[config.mk]
export PLATFORM = sky130hd
export DESIGN_NAME = gpio_irq_detect
export DESIGN_NICKNAME = d
export VERILOG_FILES = /design/src/rtl/gpio_irq_pkg.sv /design/src/rtl/gpio_irq_sync.sv /design/src/rtl/gpio_irq_edge_bank.sv /design/src/rtl/gpio_irq_combine.sv /design/src/rtl/gpio_irq_detect.sv
export SDC_FILE = /design/constraint.sdc
export NUM_CORES = 1
export LEC_CHECK = 0
export BUFFER_PORTS_ARGS = -buffer_cell sky130_fd_sc_hd__buf_2
export CORE_MARGIN = 5
export CORE_UTILIZATION = 48
export DETAILED_ROUTE_END_ITERATION = 16
export PLACE_DENSITY_LB_ADDON = 0.25
export SYNTH_ARGS = -nofsm -noshare
export SYNTH_HDL_FRONTEND = slang
export SYNTH_SLANG_ARGS = --single-unit
[constraint.sdc]
create_clock -name clk -period 1.5 [get_ports clk]
set_input_delay 0.3 -clock clk [delete_from_list [all_inputs] [get_ports clk]]
set_output_delay 0.3 -clock clk [all_outputs]
set_load 0.02 [all_outputs]
[src/rtl/gpio_irq_pkg.sv]
package gpio_irq_pkg;

   // Transition test on the synchronized sample against the previous one.
   function automatic logic edge_hit(input logic cur, input logic prev,
                                     input logic rise_sel, input logic any_sel);
      if (any_sel)
         return cur ^ prev;
      return rise_sel ? (cur & ~prev) : (~cur & prev);
   endfunction

   // Level pin is active when its sample equals the selected active side.
   function automatic logic level_active(input logic cur, input logic high_sel);
      return ~(cur ^ high_sel);
   endfunction

endpackage

[src/rtl/gpio_irq_sync.sv]
module gpio_irq_sync #(
   parameter int WIDTH  = 32,
   parameter int STAGES = 2
) (
   input  logic             clk,
   input  logic             rst_n,
   input  logic [WIDTH-1:0] d_async,
   output logic [WIDTH-1:0] q_sync,
   output logic [WIDTH-1:0] q_prev
);

   localparam int LAST = STAGES - 1;

   logic [WIDTH-1:0] chain [STAGES];

   always_ff @(posedge clk or negedge rst_n) begin
      if (!rst_n) chain[0] <= '0;
      else        chain[0] <= d_async;
   end

   for (genvar s = 1; s < STAGES; s++) begin : g_stage
      always_ff @(posedge clk or negedge rst_n) begin
         if (!rst_n) chain[s] <= '0;
         else        chain[s] <= chain[s-1];
      end
   end

   always_ff @(posedge clk or negedge rst_n) begin
      if (!rst_n) q_prev <= '0;
      else        q_prev <= chain[LAST];
   end

   assign q_sync = chain[LAST];

endmodule

[src/rtl/gpio_irq_edge_bank.sv]
module gpio_irq_edge_bank #(
   parameter int WIDTH = 32
) (
   input  logic             clk,
   input  logic             rst_n,
   input  logic [WIDTH-1:0] smp_cur,
   input  logic [WIDTH-1:0] smp_prev,
   input  logic [WIDTH-1:0] sel_edge,
   input  logic [WIDTH-1:0] sel_high,
   input  logic [WIDTH-1:0] sel_any,
   input  logic [WIDTH-1:0] clr_vec,
   output logic [WIDTH-1:0] pend
);

   import gpio_irq_pkg::*;

   for (genvar i = 0; i < WIDTH; i++) begin : g_pin
      logic hit;
      logic sticky_q;

      assign hit = edge_hit(smp_cur[i], smp_prev[i], sel_high[i], sel_any[i]);

      // A new edge outranks a clear arriving in the same cycle.
      always_ff @(posedge clk or negedge rst_n) begin
         if (!rst_n)            sticky_q <= 1'b0;
         else if (!sel_edge[i]) sticky_q <= 1'b0;
         else                   sticky_q <= hit | (sticky_q & ~clr_vec[i]);
      end

      assign pend[i] = sel_edge[i] ? sticky_q
                                   : level_active(smp_cur[i], sel_high[i]);
   end

endmodule

[src/rtl/gpio_irq_combine.sv]
module gpio_irq_combine #(
   parameter int WIDTH = 32
) (
   input  logic             clk,
   input  logic             rst_n,
   input  logic [WIDTH-1:0] pend,
   input  logic [WIDTH-1:0] en,
   input  logic [WIDTH-1:0] msk,
   output logic [WIDTH-1:0] visible,
   output logic             req
);

   assign visible = pend & en & ~msk;

   always_ff @(posedge clk or negedge rst_n) begin
      if (!rst_n) req <= 1'b0;
      else        req <= |visible;
   end

endmodule

[src/rtl/gpio_irq_detect.sv]
module gpio_irq_detect #(
   parameter int NUM_PINS    = 32,
   parameter int SYNC_STAGES = 2
) (
   input  logic                clk,
   input  logic                rst_n,
   input  logic [NUM_PINS-1:0] pin_in,
   input  logic [NUM_PINS-1:0] cfg_enable,
   input  logic [NUM_PINS-1:0] cfg_mask,
   input  logic [NUM_PINS-1:0] cfg_type,
   input  logic [NUM_PINS-1:0] cfg_polarity,
   input  logic [NUM_PINS-1:0] cfg_both,
   input  logic                eoi_wr,
   input  logic [NUM_PINS-1:0] eoi_bits,
   output logic [NUM_PINS-1:0] raw_status,
   output logic [NUM_PINS-1:0] int_status,
   output logic                irq
);

   if (NUM_PINS < 1 || NUM_PINS > 32) begin : g_bad_width
      $error("gpio_irq_detect: NUM_PINS must lie in 1..32");
   end
   if (SYNC_STAGES < 2) begin : g_bad_sync
      $error("gpio_irq_detect: SYNC_STAGES must be at least 2");
   end

   logic [NUM_PINS-1:0] sync_q;
   logic [NUM_PINS-1:0] sync_prev;
   logic [NUM_PINS-1:0] clr_vec;

   assign clr_vec = eoi_wr ? eoi_bits : '0;

   gpio_irq_sync #(.WIDTH(NUM_PINS), .STAGES(SYNC_STAGES)) u_sync (
      .clk     (clk),
      .rst_n   (rst_n),
      .d_async (pin_in),
      .q_sync  (sync_q),
      .q_prev  (sync_prev)
   );

   gpio_irq_edge_bank #(.WIDTH(NUM_PINS)) u_bank (
      .clk      (clk),
      .rst_n    (rst_n),
      .smp_cur  (sync_q),
      .smp_prev (sync_prev),
      .sel_edge (cfg_type),
      .sel_high (cfg_polarity),
      .sel_any  (cfg_both),
      .clr_vec  (clr_vec),
      .pend     (raw_status)
   );

   gpio_irq_combine #(.WIDTH(NUM_PINS)) u_comb (
      .clk     (clk),
      .rst_n   (rst_n),
      .pend    (raw_status),
      .en      (cfg_enable),
      .msk     (cfg_mask),
      .visible (int_status),
      .req     (irq)
   );

endmodule

**After elaboration in Yosys (flattened, before gate mapping)**

Index checks and enable logic that the tools add are counted.

- Output and inout port bits: 65
- Register bits after elaboration: 129
- Memories: 0
- Memory bits (read-only): 0
- Input port bits: 227
- Word-level logic and storage cells: 553
- Bits in writable memories: 0
- Bits in latches: 0

- Muxes and demuxes: 193
- $mul: 0
- Equality and inequality tests: 0
- Shifts and indexed selects: 0
- $lt $le $gt $ge: 0
- Divide/modulo/power cells: 0
- Add/subtract/negate cells: 0
- Bitwise logic cells: 323
- Reduce and logical (&&, ||, !) cells: 1

Operators with widths:

| operator | number |
|---|---|
| $mux W1 | 192 |
| $not A1 Y1 | 128 |
| $and A1 B1 Y1 | 96 |
| $and A32 B32 Y32 | 2 |
| $xor A1 B1 Y1 | 64 |
| $mux W32 | 1 |
| $not A32 Y32 | 1 |
| $or A1 B1 Y1 | 32 |
| $reduce_or A32 Y1 | 1 |

**Longest topological paths before layout**

- Word-level depth: 6
- Gate-level depth with buffers: 7
- Gate-level depth less buffers: 7

**Hierarchy**

A second synthesis with hierarchy kept.

- Cells, all modules: 697
- Area, all modules: 7348.3 um^2

By module, submodules not included:

| module | cells each | area an instance (um^2) | sequential area each (um^2) | instances |
|---|---|---|---|---|
| gpio_irq_edge_bank | 448 | 4043.9 | 800.8 | 1 |
| gpio_irq_sync | 128 | 2642.5 | 2402.3 | 1 |
| gpio_irq_combine | 86 | 406.6 | 25.0 | 1 |
| gpio_irq_detect | 35 | 255.2 | 0.0 | 1 |

**Worst setup path after synthesis**

Ideal clock, no wire load.

- Path kind: register to output
- Start: register u_sync.chain, in the netlist u_sync.q_sync[11]
- End: output int_status[11]
- Cell stages (with the launch flop): 4
- Slack: -0.286 ns
- Buffers on the path: 0
- Arrival time: 1.486 ns
- Required time: 1.200 ns
- Cells stage by stage: dfrtp_1 > xor2_1 > o21ai_0 > and3_1

- Word-level cells in the longest chain between the ends: 5

RTL lines:

| element | line | RTL |
|---|---|---|
| start, declared | gpio_irq_sync.sv:14 | `logic [WIDTH-1:0] chain [STAGES];` |
| start signal, assigned by index | gpio_irq_sync.sv:24 | `else chain[s] <= chain[s-1];` |
| $xor A1 B1 Y1 | gpio_irq_pkg.sv:13 | `return ~(cur ^ high_sel);` |
| $not A1 Y1 | gpio_irq_pkg.sv:13 |  |
| $mux W1 | gpio_irq_edge_bank.sv:30 | `assign pend[i] = sel_edge[i] ? sticky_q` |
| named net raw_status[11] | gpio_irq_detect.sv:15 | `output logic [NUM_PINS-1:0] raw_status,` |
| $and A32 B32 Y32 (2 in a row) | gpio_irq_combine.sv:13 | `assign visible = pend & en & ~msk;` |
| end, declared | gpio_irq_detect.sv:16 | `output logic [NUM_PINS-1:0] int_status,` |

The timed path passes the listed nets, and every way through them passes these cells.

**Final worst setup path**

- Start: register u_sync.chain, in the netlist u_sync.q_sync[6]
- End: output int_status[6]

- Word-level cells in the longest chain between the ends: 5

RTL lines:

| element | line |
|---|---|
| $xor A1 B1 Y1 | gpio_irq_pkg.sv:13 |
| $not A1 Y1 | gpio_irq_pkg.sv:13 |
| $mux W1 | gpio_irq_edge_bank.sv:30 |
| $and A32 B32 Y32 (2 in a row) | gpio_irq_combine.sv:13 |

Every way passes these cells.

==> run metrics <==
M1 wire length=7.52 mm; critical path class=reg2out; failing checks=negative setup slack; endpoint class of the critical path=output pin; CTS sink cnt=129; core footprint=13200 sq um; run status=finished with violations; LEAKAGE=5.67 nW; Pwr Density=1040 nW/um^2; Setup-failing EPs final=67; RSZ-0062 raised after global routing=yes; Synth warnings=0; Clock Skew=0.00604 ns; Clk Latency, worst-skew pair=0.41 ns; via count=6329; Final Hold Violating Endpoints=0; Die X=126 um; H-Tree Depth=4; Max clock buf depth=2; Num CTS Buffers=17; layout net count=1364; Routed Antenna Nets=0; Die H=126 um; most frequent cells in the layout=buf_2, dfrtp_1, buf_4, inv_1, buf_6; Worst-Margin Slew=0.440 ns; Synth cell types=23; CTS tree=yes; Post-DP HPWL=13.5 mm; gpl congestion=0.830; period utilization=125%; Filler Cell Count=755; Congestion Overflow GR=0; drt initial violations=188; Area Growth Syn to Fin=67.0%; worst-path fanout max=2; Final Max Tran Viols=0; I/O Pins=292; metal3 WL=1.38 mm; Finished Core Util=82.0%; largest net degree at the start of global routing=81; synthesized cell area=6500 sq um; routed length per instance=16.6 um; via/cell ratio=5.02; setup ws final=-0.369 ns; share of layout cells above drive strength 1=48.1%; setup TNS=-14.13 ns; Yosys top cell area share=49.7%; die area=16000 sq um; PortBufs=291; Crit path arrival time=1.57 ns; Initial Utilization=49.1%; synth top area cells=dfrtp_1, ha_1, nor2b_1; FF-to-FF path depth=7; synthesized flop and latch total=129; fmax=535 MHz; antenna violations before repair=1; first-pass GRT wire length=30.9 mm; remaining routing DRC violations=0; Detailed Route WL=21.0 mm; sequential share of the synthesized area=49.7%; pre-CTS WS=-0.269 ns; Total Routing Usage GR=24.2%; cell taking the most area after synthesis=dfrtp_1; crit start category=flip-flop; site row count=42; Min-Delay Path Class=in2reg; Mapped Cells=633; syn_area_per_cell=10.3 sq um; Max Cap Viol=0; root buffer cell=clkbuf_16; # diodes=0; relative slew slack=70.6%; Period minus WS final=1.87 ns; First-pass DRT Iterations=4; VDD IR max=0.743 mV; Highest Signal Layer=met5; Hold Crit Depth=2; vias in the first global route=6471; commonest non-fill, non-tap cell in the layout=buf_2; clk slew on worst S/H paths=0.06 ns; Critical Path RT=1.20 ns; syn nets=924; Final Power=11.3 mW; met2 wire length=11.4 mm
cells in the mapped netlist (all sizes together):
library cell,instances
a211oi,32
a21oi,64
a32o,12
a32oi,4
and2,16
and2b,6
and3,16
and4,1
clkbuf,3
dfrtp,129
ha,64
inv,80
nand2,64
nand4,1
nor2b,74
nor4,3
o21ai,32
xor2,32
worst max-delay path, stage by stage, from the launching register on:
cell and delay, ns:
dfrtp_1 0.40, xor2_1 0.16, o21ai_2 0.17, buf_4 0.15
and3_4 0.17, buf_6 0.11
kinds of logic (layout without fill, tap and decap cells):
group	count (synthesis)	after routing	synth area share, %
AOI/OAI and AO/OA	144	144	13.6
DFF	129	129	49.7
and+or+nand+nor	181	181	15.3
buffers and inverters	83	536	4.79
xor gates and xnor gates	32	32	4.31
adders and majority gates	64	64	12.3
worst paths after layout:
path,start,end,slack [ns]
min in group asynchronous,rst_n,u_sync.chain[37]$_DFF_PN0_,0.25
max in group asynchronous,rst_n,u_sync.chain[52]$_DFF_PN0_,0.63
worst max-delay path,u_sync.q_sync[6]$_DFF_PN0_,int_status[6],-0.37
worst max register to register,u_sync.q_sync[31]$_DFF_PN0_,u_comb.req$_DFF_PN0_,-0.21
worst min-delay path,cfg_type[26],u_bank.g_pin[26].sticky_q$_DFF_PN0_,0.16
worst min register to register,u_sync.chain[54]$_DFF_PN0_,u_sync.q_sync[22]$_DFF_PN0_,0.34
metrics by stage:
stage                     area, sq um  hold WS [ns]  instances
after floorplan                  6610       0.00441        633
after global placement           8620         0.100       1137
after detailed placement         8620         0.101       1137
after CTS                       10300       0.00138       1225
after global routing            10900         0.145       1262
final                           10900         0.158       1262
final cells by class:
class	instances	area [sq um]	area share (%)
clock buffer	23	508	4.68
clock inverter	9	245	2.26
inverter	80	303	2.79
multi-input combinational	421	3340	30.7
sequential	129	3230	29.7
tap	176	220	2.03
timing repair buffer	424	3020	27.8
power by group:
group	switching, mW	leakage [nW]	internal, mW
clock network	1.47	0.370	3.72
registers	0.123	1.53	3.70
logic	1.11	3.76	1.22
repair_timing:
item / CTS / global route
endpoints found under the setup margin: 65 / 80
hold buffers: 32 / 1
resized for setup: 132 / 70
pin swaps: 47 / 57
cloned: 0 / 0
hold endpoints to repair: 160 / 1
buffers inserted: 26 / 42
layer usage:
| metal | track usage (%) | vias to the layer above |
|---|---|---|
| met2 | 43.6 | 244 |
| li1 | - | 2996 |
| met1 | 26.5 | 3032 |
| met5 | 0 | - |
| met4 | 10.5 | 2 |
| met3 | 7.15 | 55 |
registers in the layout (all words and copies together) (netlist names):
register and flops:
u_bank.g_pin.sticky_q 32, u_comb.req 1, u_sync.chain 32, u_sync.q_prev 32, u_sync.q_sync 32
Note: power is estimated with default switching activity, not from simulation.
